`src/rtl/i2cm_pkg.sv`:
```
package i2cm_pkg;
  localparam int unsigned ADDR_W = 7;
  localparam int unsigned BYTE_W = 8;
  localparam int unsigned TEN_W  = 10;
  localparam int unsigned MASK_W = 3;
  localparam int unsigned RSV_N  = 4;
  localparam logic [4:0] HDR_PREFIX = 5'b11110;

  // Strobes from control to datapath
  typedef struct packed {
    logic clearAll;   // STOP seen
    logic openFrame;  // START / repeated START seen
    logic evalFirst;  // first address byte present
    logic evalSecond; // 10-bit low byte present
  } i2cm_ctl_t;

  typedef enum logic [1:0] {
    PH_IDLE = 2'd0,
    PH_ADDR = 2'd1,
    PH_LOW  = 2'd2,
    PH_DATA = 2'd3
  } i2cm_phase_t;
endpackage

```
`src/rtl/i2cm_addr_cmp.sv`:
```
module i2cm_addr_cmp
  import i2cm_pkg::*;
(
  input  logic [ADDR_W-1:0] addr,
  input  logic              oa1En,
  input  logic              oa1Is10,
  input  logic [TEN_W-1:0]  oa1Addr,
  input  logic              oa2En,
  input  logic [ADDR_W-1:0] oa2Addr,
  input  logic [MASK_W-1:0] oa2Mask,
  input  logic [RSV_N-1:0]  rsvEn,
  output logic              oa1Hit7,
  output logic              oa2Hit,
  output logic              rsvHit
);
  localparam logic [ADDR_W-1:0] ALL_ONES = {ADDR_W{1'b1}};
  // Order: general call, alert, device default, host
  localparam logic [RSV_N-1:0][ADDR_W-1:0] RSV_CODE =
    {7'h08, 7'h61, 7'h0C, 7'h00};

  logic [ADDR_W-1:0] careBits;
  logic [RSV_N-1:0]  rsvEq;

  always_comb begin
    careBits = ALL_ONES << oa2Mask;
    oa1Hit7  = oa1En && !oa1Is10 && (addr == oa1Addr[ADDR_W:1]);
    oa2Hit   = oa2En && ((addr & careBits) == (oa2Addr & careBits));
  end

  for (genvar g = 0; g < RSV_N; g++) begin : g_rsv
    assign rsvEq[g] = rsvEn[g] && (addr == RSV_CODE[g]);
  end

  assign rsvHit = |rsvEq;
endmodule

```
`src/rtl/i2cm_ctrl.sv`:
```
module i2cm_ctrl
  import i2cm_pkg::*;
(
  input  logic      clk,
  input  logic      rstN,
  input  logic      startStb,
  input  logic      stopStb,
  input  logic      byteStb,
  input  logic      hdrWrHit,
  output i2cm_ctl_t ctl
);
  i2cm_phase_t phase, phaseNxt;

  always_comb begin
    ctl.clearAll   = stopStb;
    ctl.openFrame  = !stopStb && startStb;
    ctl.evalFirst  = !stopStb && !startStb && byteStb && (phase == PH_ADDR);
    ctl.evalSecond = !stopStb && !startStb && byteStb && (phase == PH_LOW);
  end

  always_comb begin
    phaseNxt = phase;
    if (stopStb)             phaseNxt = PH_IDLE;
    else if (startStb)       phaseNxt = PH_ADDR;
    else if (ctl.evalFirst)  phaseNxt = hdrWrHit ? PH_LOW : PH_DATA;
    else if (ctl.evalSecond) phaseNxt = PH_DATA;
  end

  always_ff @(posedge clk or negedge rstN) begin
    if (!rstN) phase <= PH_IDLE;
    else       phase <= phaseNxt;
  end

  // a STOP always returns the frame tracker to idle
  a_r9_stop_to_idle: assert property (@(posedge clk) disable iff (!rstN)
    stopStb |=> (phase == PH_IDLE));

  // a 10-bit write header always waits for the low byte
  a_r6_header_waits_low: assert property (@(posedge clk) disable iff (!rstN)
    (ctl.evalFirst && hdrWrHit) |=> (phase == PH_LOW));
endmodule

```
`src/rtl/i2cm_datapath.sv`:
```
module i2cm_datapath
  import i2cm_pkg::*;
(
  input  logic              clk,
  input  logic              rstN,
  input  i2cm_ctl_t         ctl,
  input  logic [BYTE_W-1:0] byteData,
  input  logic              oa1En,
  input  logic              oa1Is10,
  input  logic [TEN_W-1:0]  oa1Addr,
  input  logic              oa2En,
  input  logic [ADDR_W-1:0] oa2Addr,
  input  logic [MASK_W-1:0] oa2Mask,
  input  logic [RSV_N-1:0]  rsvEn,
  output logic              hdrWrHit,
  output logic              matchFlag,
  output logic [ADDR_W-1:0] matchCode,
  output logic              dirTx
);
  logic [ADDR_W-1:0] rxAddr;
  logic              rxRw;
  logic              hdrPrefix, hdrRdHit;
  logic              oa1Hit7, oa2Hit, rsvHit, any7;
  logic              tenArmed;
  logic              fbHit;
  logic [ADDR_W-1:0] pendCode;

  assign rxAddr = byteData[BYTE_W-1:1];
  assign rxRw   = byteData[0];

  i2cm_addr_cmp u_cmp (
    .addr    (rxAddr),
    .oa1En   (oa1En),
    .oa1Is10 (oa1Is10),
    .oa1Addr (oa1Addr),
    .oa2En   (oa2En),
    .oa2Addr (oa2Addr),
    .oa2Mask (oa2Mask),
    .rsvEn   (rsvEn),
    .oa1Hit7 (oa1Hit7),
    .oa2Hit  (oa2Hit),
    .rsvHit  (rsvHit)
  );

  always_comb begin
    hdrPrefix = oa1En && oa1Is10 &&
                (byteData[7:3] == HDR_PREFIX) &&
                (byteData[2:1] == oa1Addr[TEN_W-1:BYTE_W]);
    hdrWrHit  = hdrPrefix && !rxRw;
    hdrRdHit  = hdrPrefix && rxRw;
    any7      = oa1Hit7 || oa2Hit || rsvHit;
  end

  always_ff @(posedge clk or negedge rstN) begin
    if (!rstN) begin
      matchFlag <= 1'b0;
      matchCode <= '0;
      dirTx     <= 1'b0;
      tenArmed  <= 1'b0;
      fbHit     <= 1'b0;
      pendCode  <= '0;
    end else if (ctl.clearAll) begin
      matchFlag <= 1'b0;
      matchCode <= '0;
      dirTx     <= 1'b0;
      tenArmed  <= 1'b0;
      fbHit     <= 1'b0;
    end else if (ctl.evalFirst) begin
      if (hdrRdHit && tenArmed) begin
        matchFlag <= 1'b1;
        matchCode <= rxAddr;
        dirTx     <= 1'b1;
      end else if (hdrWrHit) begin
        pendCode <= rxAddr;
        fbHit    <= any7;
        tenArmed <= 1'b0;
      end else begin
        matchFlag <= any7;
        matchCode <= any7 ? rxAddr : '0;
        dirTx     <= any7 && rxRw;
        tenArmed  <= 1'b0;
      end
    end else if (ctl.evalSecond) begin
      if (byteData == oa1Addr[BYTE_W-1:0]) begin
        matchFlag <= 1'b1;
        matchCode <= pendCode;
        dirTx     <= 1'b0;
        tenArmed  <= 1'b1;
      end else begin
        matchFlag <= fbHit;
        matchCode <= fbHit ? pendCode : '0;
        dirTx     <= 1'b0;
      end
    end
  end

  // STOP clears the result
  a_r9_stop_clears: assert property (@(posedge clk) disable iff (!rstN)
    ctl.clearAll |=> (!matchFlag && matchCode == '0 && !dirTx));

  // no match means a zero code
  a_r5_code_zero_idle: assert property (@(posedge clk) disable iff (!rstN)
    !matchFlag |-> (matchCode == '0 && !dirTx));

  // header byte alone does not move the outputs
  a_r6_header_silent: assert property (@(posedge clk) disable iff (!rstN)
    (ctl.evalFirst && hdrWrHit) |=> ($stable(matchFlag) && $stable(matchCode) && $stable(dirTx)));

  // an armed read header reports transmit with the header code
  a_r8_armed_read_tx: assert property (@(posedge clk) disable iff (!rstN)
    (ctl.evalFirst && hdrRdHit && tenArmed) |=> (matchFlag && dirTx && matchCode[6:2] == HDR_PREFIX));

  // a fully masked second address takes any plain 7-bit byte
  a_r3_full_mask: assert property (@(posedge clk) disable iff (!rstN)
    (ctl.evalFirst && oa2En && oa2Mask == {MASK_W{1'b1}} && !hdrWrHit) |=> matchFlag);

  // without an evaluation strobe the result holds
  a_r10_hold_outside_addr: assert property (@(posedge clk) disable iff (!rstN)
    !(ctl.clearAll || ctl.evalFirst || ctl.evalSecond) |=> ($stable(matchFlag) && $stable(matchCode) && $stable(dirTx)));
endmodule

```
`src/rtl/i2c_addr_matcher.sv`:
```
module i2c_addr_matcher
  import i2cm_pkg::*;
(
  input  logic        clk,
  input  logic        rstN,
  input  logic        startStb,
  input  logic        stopStb,
  input  logic        byteStb,
  input  logic [7:0]  byteData,
  input  logic        oa1En,
  input  logic        oa1Is10,
  input  logic [9:0]  oa1Addr,
  input  logic        oa2En,
  input  logic [6:0]  oa2Addr,
  input  logic [2:0]  oa2Mask,
  input  logic        gcEn,
  input  logic        alertEn,
  input  logic        devDefEn,
  input  logic        hostEn,
  output logic        matchFlag,
  output logic [6:0]  matchCode,
  output logic        dirTx
);
  i2cm_ctl_t        ctl;
  logic             hdrWrHit;
  logic [RSV_N-1:0] rsvEn;

  assign rsvEn = {hostEn, devDefEn, alertEn, gcEn};

  i2cm_ctrl u_ctrl (
    .clk      (clk),
    .rstN     (rstN),
    .startStb (startStb),
    .stopStb  (stopStb),
    .byteStb  (byteStb),
    .hdrWrHit (hdrWrHit),
    .ctl      (ctl)
  );

  i2cm_datapath u_dp (
    .clk       (clk),
    .rstN      (rstN),
    .ctl       (ctl),
    .byteData  (byteData),
    .oa1En     (oa1En),
    .oa1Is10   (oa1Is10),
    .oa1Addr   (oa1Addr),
    .oa2En     (oa2En),
    .oa2Addr   (oa2Addr),
    .oa2Mask   (oa2Mask),
    .rsvEn     (rsvEn),
    .hdrWrHit  (hdrWrHit),
    .matchFlag (matchFlag),
    .matchCode (matchCode),
    .dirTx     (dirTx)
  );
endmodule

```
`config.mk`:
```
export PLATFORM = sky130hd
export DESIGN_NAME = i2c_addr_matcher
export DESIGN_NICKNAME = d
export VERILOG_FILES = /design/src/rtl/i2cm_pkg.sv /design/src/rtl/i2cm_addr_cmp.sv /design/src/rtl/i2cm_ctrl.sv /design/src/rtl/i2cm_datapath.sv /design/src/rtl/i2c_addr_matcher.sv
export SDC_FILE = /design/constraint.sdc
export NUM_CORES = 1
export LEC_CHECK = 0
export BUFFER_PORTS_ARGS = -buffer_cell sky130_fd_sc_hd__clkbuf_2
export CORE_UTILIZATION = 40
export CTS_CLUSTER_SIZE = 40
export DETAILED_ROUTE_END_ITERATION = 7
export PLACE_DENSITY = 0.68
export SLEW_MARGIN = 20
export SYNTH_ARGS = -nofsm -noshare
export SYNTH_HDL_FRONTEND = slang
export SYNTH_SLANG_ARGS = --single-unit
export TNS_END_PERCENT = 100
```
`constraint.sdc`:
```
create_clock -name clk -period 1.93 [get_ports clk]
set_input_delay 0.0965 -clock clk [delete_from_list [all_inputs] [get_ports clk]]
set_output_delay 0.0965 -clock clk [all_outputs]
set_load 0.01 [all_outputs]
```
==> results of run 1 <==
## worst max path at each step
| stage | start | to | cells past startpoint |
|---|---|---|---|
| floorplan | byteData[1] | u_dp.fbHit | 8 |
| global placement | byteData[1] | u_dp.matchCode[6] | 7 |
| detailed placement | byteData[1] | u_dp.matchCode[5] | 7 |
| CTS | startStb | u_dp.matchCode[5] | 8 |
| global route | startStb | u_dp.matchCode[5] | 8 |
| finish | startStb | u_dp.matchCode[2] | 8 |
## logic make-up (layout without fill, tap and decap cells)
logic type                count (synthesis)  in the layout
and+or+nand+nor                          48             48
AOI/OAI and AO/OA                        31             31
DFF                                      20             20
xor gates and xnor gates                 18             18
buffers and inverters                     7             65
muxes                                     3              3
## state kept, by name, summed over array words and instances (netlist names)
register / cells
u_dp.matchCode: 7
u_dp.pendCode: 7
u_ctrl.phase: 2
u_dp.dirTx: 1
u_dp.fbHit: 1
u_dp.matchFlag: 1
u_dp.tenArmed: 1
## stage by stage
step                power [mW]  TNS, ps  util (%)  std cells
global placement        0.5927        0     54.03        211
CTS                     0.7991        0     55.56        216
finish                  0.7870        0     55.56        216
detailed placement      0.5980   -47.33     54.03        211
floorplan               0.5087        0         -        127
global route            0.8262        0     55.56        216
## cell type report
type,count,area (um2)
Multi-Input combinational cell,100,636.9
Fill cell,270,1236
Clock buffer,3,22.52
Timing Repair Buffer,61,342.8
Tap cell,31,38.79
Inverter,1,3.754
Sequential cell,20,500.5
## worst max-delay path: cells and delay by family
family                 cells  cell delay [ps]
buffers and inverters      2              650
and+or+nand+nor            4             1060
AOI/OAI and AO/OA          2              200
## report_power, final
part | switching, mW | leakage, nW | total (mW) | internal, mW
Clock | 0.122 | 0.0138 | 0.195 | 0.0729
Sequential | 0.00378 | 0.277 | 0.427 | 0.423
Combinational | 0.0834 | 0.510 | 0.165 | 0.0816
## layer usage
layer	GRT usage (%)	wire, um	share of wire [%]	up-vias
li1	-	-	-	569
met2	32.27	1437	50	16
met3	6.221	113	3.9	4
met4	3.136	20	0.70	0
met5	0	0	0	-
met1	25.48	1297	45	536
## placed cells by master (no fill, tap or decap), drive strengths merged, types with 2 or more instances in the layout
master       netlist  routed
or2b               3       3
a21oi              4       4
dfrtp             20      20
buf                5      11
a21o               3       3
a22oi              7       7
nor2               6       6
o21ai             12      12
xor2               7       7
nand2             10      10
nor3               8       8
nor2b              2       2
clkbuf             1      51
nand3              9       9
xnor2             11      11
dlygate4sd3        0       2
mux2               2       2
nand4              2       2
==> results by group, run 1 <==
Yosys
  – Flops & latches, synth: 20
  – Main combinational cell family by area after synthesis: simple AND/OR/NAND/NOR gates
  – Commonest cells post-synth: 20 x dfrtp_1, 12 x o21ai_0, 11 x xnor2_1
  – Syn Std Cell Area: 1192 um2
  – Post-Syn Instances: 127
  – Post-synth EDFFs: 0
  – Top-count cell post-synth: dfrtp_1
  – XOR/XNOR share of the synthesized area: 13.22%
  – Synth Warn #: 0
  – Most area-consuming cells after synthesis: dfrtp_1 42%, xnor2_1 8.1%, xor2_1 5.1%
  – Synth area leader: dfrtp_1
  – Compound-Gate Fraction of Synth Area: 16.68%
  – Top cell type's share of synthesized area: 41.97%
  – Seq/Total Area, Yosys: 41.97%
  – Post-synth ARST share: 100.0%
  – Post-synthesis mux area share: 2.728%
  – Post-synth cell types: 35
  – Main synth FF type: dfrtp_1
  – Adder-Cell Fraction of Synth Area: 0%
  – Avg Cell Area, Syn: 9.389 um2
  – Synth Area in Simple Gates: 20.78%
  – Post-Syn Nets: 167

Setup path
  – Crit path launch type: primary input
  – CP required: 2150 ps
  – Worst path max stage delay: 530 ps
  – Reg2reg setup slack: 260 ps
  – Reg-to-reg critical path endpoint: u_dp.matchCode[2]
  – Crit path max fanout: 10
  – CP Class: primary input to flop
  – Critical path's slowest cell: dlygate4sd3_1
  – R2r worst-path depth: 6
  – Crit-path cells: dlygate4sd3_1, clkbuf_2, nor2b_1, nand3_1, or3_1, nand2_2, a22oi_1, o21ai_0
  – R2r startpoint: u_ctrl.phase[1]
  – Crit path DAT: 2000 ps
  – Crit. End Element: flop

Place
  – IO Port Bufs: 48
  – GP Congestion: 0.7971
  – Dpl hpwl: 2.360 mm
  – Placed cell areas: 1503 um2
  – Post-place setup slack: -14.38 ps

Die
  – Die ar.: 3204 um2
  – Rows: 19
  – Die X-Extent: 56.60 um
  – Die H: 56.60 um
  – Boundary pin count: 49
  – Core Region: 2781 um2
  – Starting density of the core: 42.87%

Layout
  – Synthesis-to-finish area growth: 29.59%
  – Design area: 1545 um2
  – Final nets: 227
  – Antenna cells: 0
  – Share of post-route cells with drive strength above 1: 35.68%

Hold path
  – Worst hold stages: 2
  – Worst Hold Launch: stopStb
  – Worst Hold End: u_ctrl.phase[0]
  – Hold crit path type: primary input to flop

Power and ir drop
  – PD cells: 509.3 nW/um2
  – Worst IR Drop VDD: 410.0 uV
  – Leak pwr: 0.8010 nW

Clocking
  – H-Tree Depth: 1
  – Worst-Skew Late Latency: 300 ps
  – Worst-case clock buffer depth: 2
  – Num CTS Buffers: 3
  – CTS clk-pin slew, worst paths: 100 ps
  – CTS Root Cell: clkbuf_4
  – CTS sink count: 20
  – # hold bufs at CTS: 2
  – Post-CTS Setup Inserts: 0
  – CTS tree: yes
  – Post-cts sizing count: 0

Global route
  – Largest net degree at the start of global routing: 21
  – First-pass GRT wire length: 4.926 mm
  – Number of global-route vias before repair: 1128
  – Gr usage total: 19.55%
  – Grt ovf: 0
  – Antenna violations before repair: 0

STA
  – Fin crit period: 1776 ps
  – Max Fclk: 563.1 MHz
  – RSZ-0062 raised after global routing: false
  – Final Setup Violations: 0
  – Setup Skew: 1.431 ps
  – Worst slew pin tran: 502.2 ps
  – Final worst-path cycle share: 92.02%
  – Worst Hold Slack: 31.63 ps
  – Final Max Slew Viols: 0
  – Fin worst setup slack: 154.1 ps
  – Final Hold Vio Count: 0
  – Slew headroom: 66.52%

Flow run
  – Max-cap violation count: 0

Routing
  – Drt drc: 0
  – Pre-antenna DRT Iters: 4
  – Wire per inst: 13.28 um
  – DR iter-0 viols: 42
  – Vias per cell: 5.208
  – DRT Wirelength: 2.868 mm
  – Final antenna-violating net count: 0
  – DR vias: 1125

Outcome
  – Result of the run: finished clean
(Power assumes the default switching activity.)
==> run 2, diff against run 1 <==
==> constraint.sdc (replaced) <==
create_clock -name clk -period 2 [get_ports clk]
set_input_delay 0.1 -clock clk [delete_from_list [all_inputs] [get_ports clk]]
set_output_delay 0.1 -clock clk [all_outputs]
set_load 0.01 [all_outputs]
==> run 2 against run 1 <==
Cell area increased by 1.5%. Core utilization increased by 0.81 points. First-iteration DRC count shrank 55%. Wire length is 8.5% higher. Global-route usage up 0.74 points. Critical path type unchanged.
==> results by group, run 2 (same netlist as run 1, synthesis figures left out) <==
Outcome
  – Result of the run: finished clean

Die
  – Boundary pin count: 49 (unchanged)
  – Die ar.: 3204 um2 (unchanged)
  – Rows: 19 (unchanged)
  – Core Region: 2781 um2 (unchanged)
  – Starting density of the core: 42.87% (unchanged)
  – Die H: 56.60 um (unchanged)
  – Die X-Extent: 56.60 um (unchanged)

STA
  – Final TNS setup: 0 ps (unchanged)
  – Final Setup Violations: 0 (unchanged)
  – Fin crit period: 1881 ps
  – Slew headroom: 66.93% (+0.41 points)
  – Final Hold Vio Count: 0 (unchanged)
  – Setup Skew: 3.425 ps (+1.994 ps)
  – Max Fclk: 531.7 MHz
  – RSZ-0062 raised after global routing: false
  – Final worst-path cycle share: 94.04%
  – Final Max Slew Viols: 0 (unchanged)
  – Worst slew pin tran: 496.1 ps (-6.138 ps)

Routing
  – DR vias: 1139 (+1.2%)
  – DRT Wirelength: 3.111 mm (+8.5%)
  – Drt drc: 0 (unchanged)
  – Pre-antenna DRT Iters: 3 (-1)
  – Final antenna-violating net count: 0 (unchanged)
  – Vias per cell: 5.273 (+1.2%)
  – Wire per inst: 14.40 um (+8.5%)
  – DR iter-0 viols: 19 (-55%)

Layout
  – Commonest non-fill, non-tap cell in the layout: clkbuf_2
  – Biggest regs: u_dp.matchCode x7, u_dp.pendCode x7, u_ctrl.phase x2
  – Share of post-route cells with drive strength above 1: 35.68% (unchanged)
  – Most frequent cells in the layout: 48 x clkbuf_2, 20 x dfrtp_1, 12 x o21ai_0, 11 x xnor2_1, 10 x buf_4
  – Final nets: 226 (-0.44%)
  – Synthesis-to-finish area growth: 31.48%
  – Antenna cells: 0 (unchanged)
  – Filler-free cell count of the finished design: 216 (unchanged)

Setup path
  – R2r worst-path depth: 6 (unchanged)
  – Crit path launch: startStb
  – CP Class: primary input to flop
  – Crit. End Element: flop
  – CP required: 2220 ps (+70 ps)
  – Crit path launch type: primary input
  – Crit path max fanout: 11 (+1)
  – Reg2reg setup slack: 230 ps (-30 ps)
  – Crit path DAT: 2100 ps (+100 ps)
  – Reg-to-reg critical path endpoint: u_dp.matchCode[5]
  – R2r startpoint: u_ctrl.phase[1]

Hold path
  – Worst Hold End: u_ctrl.phase[1]
  – Worst Hold Launch: stopStb
  – Worst hold stages: 2 (unchanged)
  – Hold crit path type: primary input to flop

Place
  – GP Congestion: 0.7832 (-1.7%)
  – IO Port Bufs: 48 (unchanged)
  – Placed insts: 210 (-0.47%)
  – Dpl hpwl: 2.470 mm (+4.7%)

Clocking
  – Num CTS Buffers: 3 (unchanged)
  – Worst-Skew Late Latency: 310 ps (about the same)
  – CTS sink count: 20 (unchanged)
  – CTS clk-pin slew, worst paths: 120 ps (+20 ps)
  – Worst-case clock buffer depth: 2 (unchanged)
  – H-Tree Depth: 1 (unchanged)
  – CTS Root Cell: clkbuf_4
  – Post-CTS Setup Inserts: 0 (unchanged)
  – CTS tree: yes

Global route
  – Antenna violations before repair: 0 (unchanged)
  – First-pass GRT wire length: 5.016 mm (+1.8%)
  – Gr usage total: 20.29% (+0.74 points)
  – Number of global-route vias before repair: 1130 (+0.18%)
  – Grt ovf: 0 (unchanged)
  – Largest net degree at the start of global routing: 21 (unchanged)

Power and ir drop
  – PD cells: 580.6 nW/um2 (+14%)
  – Leak pwr: 0.8110 nW (+1.2%)
  – Worst IR Drop VDD: 822.2 uV (+100%)

Flow run
  – Max-cap violation count: 0 (unchanged)
## run 2: changes by cell type in the layout (fill, tap and decap cells not counted), sizes merged
cell and delta:
bufinv +1, buf -1
## run 2: how the worst max path moves through the flow
| stage | end | slack (ps) | cells after the start |
|---|---|---|---|
| after floorplan | u_dp.fbHit | 210 | 8 |
| after global placement | u_dp.matchCode[6] | 80 | 7 |
| after detailed placement | u_dp.matchCode[5] | -10 | 7 |
| after CTS | u_dp.matchCode[5] | 130 | 8 |
| after global routing | u_dp.matchCode[5] | 10 | 8 |
| final | u_dp.matchCode[5] | 120 | 8 |
## run 2: metrics by stage
step / setup WS (ps) / total power [mW] / hold WS [ps] / util, % / cell area [um2]
2_1_floorplan: 214.9 / 0.4909 / -195.6 / - / 1192
3_3_place_gp: 78.08 / 0.5725 / 82.10 / 53.76 / 1495
6_report: 119.2 / 0.9103 / 16.16 / 56.37 / 1568
4_1_cts: 134.8 / 0.9141 / 15.64 / 56.37 / 1568
3_5_place_dp: -12.78 / 0.5775 / 90.36 / 53.76 / 1495
5_1_grt: 12.91 / 0.9518 / 26.75 / 56.37 / 1568
## run 2: metal layers
metal	wire [um]	up-vias	part of all wire, %	GRT usage [%]
met1	1394	551	45	26.25
met5	0	-	0	0
met4	0	0	0	1.394
li1	-	571	-	-
met3	99	0	3.2	5.069
met2	1617	17	52	35.63
## run 2: repair_timing
item,CTS,global route
resized for setup,0,0
hold buffers,2,0
endpoints found under the hold margin,21,0
## run 2: power breakdown
group          leakage [nW]  switching [mW]  internal (mW)
Sequential            0.277         0.00389          0.408
Clock                0.0279           0.136          0.203
Combinational         0.506          0.0808         0.0788
## run 2: cell type report
cell class	instances	area (um2)
Timing Repair Buffer	60	335.3
Clock buffer	3	22.52
Inverter	1	3.754
Sequential cell	20	500.5
Multi-Input combinational cell	100	636.9
Fill cell	256	1214
Tap cell	31	38.79
Clock inverter	1	30.03
## run 2: critical path, cell delays in order
cell	delay [ps]
dlygate4sd3_1	530
clkbuf_2	130
nor2b_1	210
nand3_1	130
or3_1	510
nand2_2	250
a22oi_1	110
o21ai_0	120
